`src/rtl/ctlr_regbank_pkg.sv`:
```
// Package: address map constants shared by the register bank modules.
package ctlr_regbank_pkg;
    localparam int unsigned DW = 16;
    localparam int unsigned AW = 4;

    // Word slot numbers. These are fixed because external software decodes them.
    localparam logic [AW-1:0] A_ID0   = 4'h2;
    localparam logic [AW-1:0] A_ID1   = 4'h3;
    localparam logic [AW-1:0] A_ID2   = 4'h4;
    localparam logic [AW-1:0] A_LED   = 4'h5;
    localparam logic [AW-1:0] A_XIO   = 4'h6;
    localparam logic [AW-1:0] A_RST   = 4'h7;
    localparam logic [AW-1:0] A_STAT  = 4'h8;
    localparam logic [AW-1:0] A_HWHI  = 4'h9;
    localparam logic [AW-1:0] A_HWMID = 4'hA;
    localparam logic [AW-1:0] A_HWLO  = 4'hB;
    localparam logic [AW-1:0] A_SCR0  = 4'hD;
    localparam logic [AW-1:0] A_SCR1  = 4'hE;

    // Access class assigned to each slot by the decoder.
    typedef enum logic [2:0] {
        K_NONE,
        K_ID,
        K_CTRL,
        K_STAT,
        K_HW,
        K_SCR
    } slot_kind_e;

    typedef struct packed {
        slot_kind_e  kind;
        logic [1:0]  idx;   // index of the slot within its group
    } slot_dec_t;
endpackage

```
`src/rtl/ctlr_regbank_dec.sv`:
```
// Module: address decoder.
// Purpose: classifies a word address into an access class and a group index.
// Assumes: the map is fixed. Every address outside the listed slots is K_NONE.
module ctlr_regbank_dec
    import ctlr_regbank_pkg::*;
(
    input  logic [AW-1:0] addr,
    output slot_dec_t     dec
);
    // Combinational map lookup.
    always_comb begin
        dec = '{kind: K_NONE, idx: 2'd0};
        unique case (addr)
            A_ID0:   dec = '{kind: K_ID,   idx: 2'd0};
            A_ID1:   dec = '{kind: K_ID,   idx: 2'd1};
            A_ID2:   dec = '{kind: K_ID,   idx: 2'd2};
            A_LED:   dec = '{kind: K_CTRL, idx: 2'd0};
            A_XIO:   dec = '{kind: K_CTRL, idx: 2'd1};
            A_RST:   dec = '{kind: K_CTRL, idx: 2'd2};
            A_STAT:  dec = '{kind: K_STAT, idx: 2'd0};
            A_HWHI:  dec = '{kind: K_HW,   idx: 2'd2};
            A_HWMID: dec = '{kind: K_HW,   idx: 2'd1};
            A_HWLO:  dec = '{kind: K_HW,   idx: 2'd0};
            A_SCR0:  dec = '{kind: K_SCR,  idx: 2'd0};
            A_SCR1:  dec = '{kind: K_SCR,  idx: 2'd1};
            default: dec = '{kind: K_NONE, idx: 2'd0};
        endcase
    end
endmodule

```
`src/rtl/ctlr_regbank_store.sv`:
```
// Module: writable word storage.
// Purpose: holds N_WORDS read-write words of DW bits. Each word loads when its
//          write strobe is set and clears to zero on synchronous reset.
// Assumes: at most one strobe is set per cycle. The caller decodes them.
module ctlr_regbank_store #(
    parameter int unsigned N_WORDS = 3,
    parameter int unsigned DW      = 16
) (
    input  logic                        clk,
    input  logic                        rst_n,
    input  logic [N_WORDS-1:0]          we,
    input  logic [DW-1:0]               wdata,
    output logic [N_WORDS-1:0][DW-1:0]  q
);
    for (genvar g = 0; g < N_WORDS; g++) begin : g_word
        // Per-word register with synchronous clear.
        always_ff @(posedge clk) begin
            if (!rst_n)     q[g] <= '0;
            else if (we[g]) q[g] <= wdata;
        end
    end
endmodule

```
`src/rtl/ctlr_regbank.sv`:
```
// Module: board controller register bank (top).
// Purpose: a 16-slot register file with per-group access rules. It drives the
//          control words out to the routing logic and registers the read data.
// Assumes: synchronous active-low reset, a single clock, and a port access
//          every cycle. Writes to read-only or reserved slots are dropped.
module ctlr_regbank
    import ctlr_regbank_pkg::*;
#(
    parameter logic [15:0] ID_WORD0 = 16'h5C01,
    parameter logic [15:0] ID_WORD1 = 16'h0002,
    parameter logic [15:0] ID_WORD2 = 16'hA720
) (
    input  logic        clk,
    input  logic        rst_n,
    input  logic [3:0]  addr,
    input  logic        wr_en,
    input  logic [15:0] wr_data,
    output logic [15:0] rd_data,
    input  logic [15:0] status_in,
    input  logic [47:0] hw_addr,
    output logic [15:0] ctrl_led,
    output logic [15:0] ctrl_xio,
    output logic [15:0] ctrl_rst
);
    localparam int unsigned N_CTRL = 3;
    localparam int unsigned N_SCR  = 2;
    localparam int unsigned N_HW   = 48 / DW;

    slot_dec_t                    dec;
    logic [N_CTRL-1:0]            ctrl_we;
    logic [N_SCR-1:0]             scr_we;
    logic [N_CTRL-1:0][DW-1:0]    ctrl_q;
    logic [N_SCR-1:0][DW-1:0]     scr_q;
    logic [N_HW-1:0][DW-1:0]      hw_w;
    logic [2:0][DW-1:0]           id_w;
    logic [DW-1:0]                rd_next;

    ctlr_regbank_dec u_dec (.addr(addr), .dec(dec));

    assign id_w = {ID_WORD2, ID_WORD1, ID_WORD0};

    for (genvar h = 0; h < N_HW; h++) begin : g_hw
        assign hw_w[h] = hw_addr[h*DW +: DW];
    end

    // Write strobes go only to the writable groups.
    always_comb begin
        ctrl_we = '0;
        scr_we  = '0;
        if (wr_en && dec.kind == K_CTRL) ctrl_we[dec.idx] = 1'b1;
        if (wr_en && dec.kind == K_SCR)  scr_we[dec.idx[0]] = 1'b1;
    end

    ctlr_regbank_store #(.N_WORDS(N_CTRL), .DW(DW)) u_ctrl (
        .clk(clk), .rst_n(rst_n), .we(ctrl_we), .wdata(wr_data), .q(ctrl_q));

    ctlr_regbank_store #(.N_WORDS(N_SCR), .DW(DW)) u_scr (
        .clk(clk), .rst_n(rst_n), .we(scr_we), .wdata(wr_data), .q(scr_q));

    assign ctrl_led = ctrl_q[0];
    assign ctrl_xio = ctrl_q[1];
    assign ctrl_rst = ctrl_q[2];

    // Read mux: select the word for the current slot class.
    always_comb begin
        unique case (dec.kind)
            K_ID:    rd_next = id_w[dec.idx];
            K_CTRL:  rd_next = ctrl_q[dec.idx];
            K_STAT:  rd_next = status_in;
            K_HW:    rd_next = hw_w[dec.idx];
            K_SCR:   rd_next = scr_q[dec.idx[0]];
            default: rd_next = '0;
        endcase
    end

    // Read data register.
    always_ff @(posedge clk) begin
        if (!rst_n) rd_data <= '0;
        else        rd_data <= rd_next;
    end

    // ---------------- assertions ----------------
    // after reset, the control words are zero.
    assert_reset_clear_R1: assert property (@(posedge clk)
        !rst_n |=> (ctrl_led == '0 && ctrl_xio == '0 && ctrl_rst == '0 && rd_data == '0));

    // a control write appears on the next cycle.
    assert_ctrl_write_R4: assert property (@(posedge clk) disable iff (!rst_n)
        (wr_en && addr == A_XIO) |=> ctrl_xio == $past(wr_data));

    // status reads return the status sampled one cycle earlier.
    assert_status_read_R5: assert property (@(posedge clk) disable iff (!rst_n)
        (addr == A_STAT) |=> rd_data == $past(status_in));

    // reserved addresses read zero.
    assert_reserved_zero_R8: assert property (@(posedge clk) disable iff (!rst_n)
        (addr == 4'h0 || addr == 4'h1 || addr == 4'hC || addr == 4'hF) |=> rd_data == '0);

    // writes outside the control slots leave the control outputs alone.
    assert_ctrl_hold_R7: assert property (@(posedge clk) disable iff (!rst_n)
        !(wr_en && (addr == A_LED || addr == A_XIO || addr == A_RST))
        |=> ($stable(ctrl_led) && $stable(ctrl_xio) && $stable(ctrl_rst)));

    // identifier reads return the constant.
    assert_id_read_R3: assert property (@(posedge clk) disable iff (!rst_n)
        (addr == A_ID1) |=> rd_data == ID_WORD1);
endmodule

```
`config.mk`:
```
export PLATFORM = sky130hd
export DESIGN_NAME = ctlr_regbank
export DESIGN_NICKNAME = d
export VERILOG_FILES = /design/src/rtl/ctlr_regbank_pkg.sv /design/src/rtl/ctlr_regbank_dec.sv /design/src/rtl/ctlr_regbank_store.sv /design/src/rtl/ctlr_regbank.sv
export SDC_FILE = /design/constraint.sdc
export NUM_CORES = 1
export LEC_CHECK = 0
export BUFFER_PORTS_ARGS = -buffer_cell sky130_fd_sc_hd__buf_2
export CORE_MARGIN = 5
export CORE_UTILIZATION = 54
export CTS_BUF_LIST = sky130_fd_sc_hd__clkbuf_8
export DETAILED_ROUTE_END_ITERATION = 8
export HOLD_SLACK_MARGIN = 0.12
export MAX_ROUTING_LAYER = met4
export PLACE_DENSITY = 0.9
export SETUP_SLACK_MARGIN = 0.1
export SLEW_MARGIN = 20
export SYNTH_ARGS = -nofsm -noshare
export SYNTH_HDL_FRONTEND = slang
export SYNTH_HIERARCHICAL = 1
export SYNTH_SLANG_ARGS = --single-unit
```
`constraint.sdc`:
```
create_clock -name clk -period 2.6 [get_ports clk]
set_input_delay 0 -clock clk [delete_from_list [all_inputs] [get_ports clk]]
set_output_delay 0 -clock clk [all_outputs]
set_load 0.02 [all_outputs]
```
==> flow_metrics.py <==
metrics = {
    "run_status": {
        "outcome": "complete, no violations",
    },
    "synthesis": {
        "synth_top_area_frac": 0.374,
        "synthesis.area_um2": 5140,
        "synthFlopType": "dfxtp_1",
        "synth_fp_nets": 619,
        "syn_avg_cell_area_um2": 9.76,
        "ys_top_cells_by_count": "104 x mux2i_1, 96 x dfxtp_1, 82 x nor2b_1, 25 x mux2_2, 24 x o21ai_0",
        "ys_seq_elements": 96,
        "yosysWarnings": 6,
        "async_reset_ff_frac": 0,
        "ys_top_cells_by_area": "dfxtp_1 37%, mux2i_1 20%, nor2b_1 10%",
        "synthCells": 527,
        "synth_edf_count": 0,
        "synth_most_common_cell": "mux2i_1",
        "synth_top_area_cell": "dfxtp_1",
        "ys_types": 37,
        "ys_seq_area_frac": 0.374,
    },
    "global_route": {
        "grt_pass1_wl_um": 23800,
        "overflow": 0,
        "grt_pass1_vias": 4759,
        "gr-usage-all-layers": 0.266,
        "grt_antenna_before_repair": 0,
        "grt_max_degree": 50,
    },
    "pwr": {
        "p_per_area_nw_per_um2": 440,
        "leakagePower_nw": 2.70,
        "finalPower_mw": 3.00,
        "ir_drop_uv": 398,
    },
    "sta": {
        "finalCriticalPeriod_ns": 2.41,
        "rsz0062_at_grt": "true",
        "fin_ws_ns": 0.194,
        "period_share": 0.925,
        "finClkSkew_ns": 0.00769,
        "relSlewSlack": 0.632,
        "setup_viol": 0,
        "max_freq_mhz": 416,
        "totalNegativeSetupSlack_ns": 0,
        "drv_slew": 0,
        "worst-slew-pin-transition_ns": 0.552,
        "hold_violations": 0,
    },
    "clock_network": {
        "ctsRootBufferMaster": "clkbuf_8",
        "clk_path_buf_depth": 2,
        "cts_tree": "yes",
        "clock_sinks": 96,
        "clkTransAtPathRegs_ns": 0.10,
        "htree_levels": 3,
        "clkLatencyLatePin_ns": 0.37,
        "numCtsBuffers": 9,
    },
    "worst_setup_path": {
        "regToRegSetupSlack_ns": 0.83,
        "r2r_start": "u_ctrl/q[39]$_SDFFE_PN0P_",
        "startpoint_type": "input port",
        "crit_path_end_kind": "register",
        "worstRegToRegCells": 5,
        "r2r-end": "rd_data[7]$_SDFF_PN0_",
        "crit_type": "input port to register",
        "crit_fanout": 6,
        "worstPathRequired_ns": 2.86,
        "worstPathArrival_ns": 2.67,
    },
    "place": {
        "place_hpwl_um": 10800,
        "gp_congestion": 0.836,
        "placed_cells": 780,
        "pre_cts_slack_ns": 0.212,
        "numPortBuffers": 150,
    },
    "die": {
        "die_area_um2": 11600,
        "fp.dieW_um": 108,
        "dieHeight_um": 108,
        "core_area_um2": 9240,
        "row_count": 35,
        "initial_core_util": 0.556,
        "ios": 151,
    },
    "finish": {
        "syn_to_final_growth_pct": 32.4,
        "fin_cells": 865,
        "drive_gt1_frac": 0.330,
        "num-nets-final": 823,
        "final_util": 0.737,
        "diodes": 0,
    },
    "routing": {
        "drt-total-wl_um": 15600,
        "wire_per_inst_um": 18.0,
        "drt_iter0_drc": 283,
        "vias": 4703,
        "first_pass_iters": 5,
        "top_layer_used": "met4",
        "wl_met1_um": 6710,
        "drcViolationCount": 0,
        "drtAntennaViolNets": 0,
        "dr_wl_met2_um": 7520,
        "route.met3.wl_um": 976,
        "viasPerCell": 5.44,
    },
    "min_path": {
        "hold-path-cell-count": 4,
        "hp-class": "input port to register",
        "min_from": "status_in[1]",
        "whs_endpoint": "rd_data[1]$_SDFF_PN0_",
    },
    "run": {
        "max_cap_viol_count": 0,
    },
}
## cell type report
type	instances	area (um2)
multi-input combinational	383	2940
inverter	4	15.0
tap	129	161
timing repair buffer	237	1590
fill	651	2430
clock buffer	9	124
clock inverter	7	53.8
sequential	96	1920
## cell usage in the layout, fill, tap and decap left out, types with 3 or more instances in the layout
cell	count
nor2b_1	82
nor3_2	4
o21ai_0	23
a31oi_1	15
dfxtp_1	96
a21oi_1	22
buf_12	5
dlygate4sd3_1	50
mux2i_1	104
inv_6	3
inv_1	5
ha_1	5
clkbuf_8	9
o21ai_1	9
nand2b_1	18
nor2_1	11
buf_4	32
buf_2	150
a221oi_1	10
mux2_2	25
nand2_1	14
and2_1	4
nand3b_1	16
## flip-flops by register name (all words and copies together) (netlist names)
| name | count |
|---|---|
| u_ctrl/q | 48 |
| u_scr/q | 32 |
| rd_data | 16 |
## metrics by stage
stage	cell area, um2	hold slack, ns
2_1_floorplan	5140	0.128
3_3_place_gp	5950	0.315
3_5_place_dp	5950	0.306
4_1_cts	6620	0.134
5_1_grt	6810	0.168
6_report	6810	0.145
## critical path: stages
cell and delay (ns):
buf_2 0.11, inv_1 0.08, ha_1 0.34, and2_2 0.20
a221o_1 0.35, or3_4 0.39, nor3_2 0.19, buf_12 0.15
mux2i_1 0.24, nor2b_1 0.07, dlygate4sd3_1 0.55
## how the worst max path moves through the flow
stage                 start                        end  slack [ns]  depth (start not counted)
finish              addr[0]  u_ctrl/q[17]$_SDFFE_PN0P_        0.19                         11
global route        addr[0]     rd_data[15]$_SDFF_PN0_        0.08                         10
CTS                 addr[0]      rd_data[9]$_SDFF_PN0_        0.13                          9
detailed placement  addr[0]  u_ctrl/q[32]$_SDFFE_PN0P_        0.21                         10
global placement    addr[0]  u_ctrl/q[11]$_SDFFE_PN0P_        0.31                         10
floorplan           addr[0]  u_ctrl/q[10]$_SDFFE_PN0P_        0.45                         11
## metal layers
| layer | GRT usage | up-vias |
|---|---|---|
| li1 | - | 2256 |
| met1 | 0.336 | 2212 |
| met2 | 0.431 | 200 |
| met3 | 0.0474 | 35 |
| met4 | 0.0884 | 0 |
| met5 | - | - |
## cell families after synthesis
logic type                 count (synthesis)  synth area share
muxes                                    129             0.257
xor gates and xnor gates                   1           0.00170
DFF                                       96             0.374
and+or+nand+nor                          162             0.190
buffers and inverters                     48            0.0681
AOI/OAI and AO/OA                         86            0.0973
adders and majority gates                  5            0.0122
## power by group
part / internal (mW) / switching (mW) / leakage (nW)
clock: 0.360 / 0.555 / 0.0937
combinational: 0.285 / 0.290 / 1.83
sequential: 1.49 / 0.0132 / 0.775
## repair_timing
action | 4_1_cts | 5_1_grt
setup endpoints to repair | 0 | 16
hold buffers | 50 | 0
gates resized for setup | 0 | 6
setup buffers | 0 | 19
hold endpoints to repair | 96 | 0
Power figures use the tool's default switching activity.
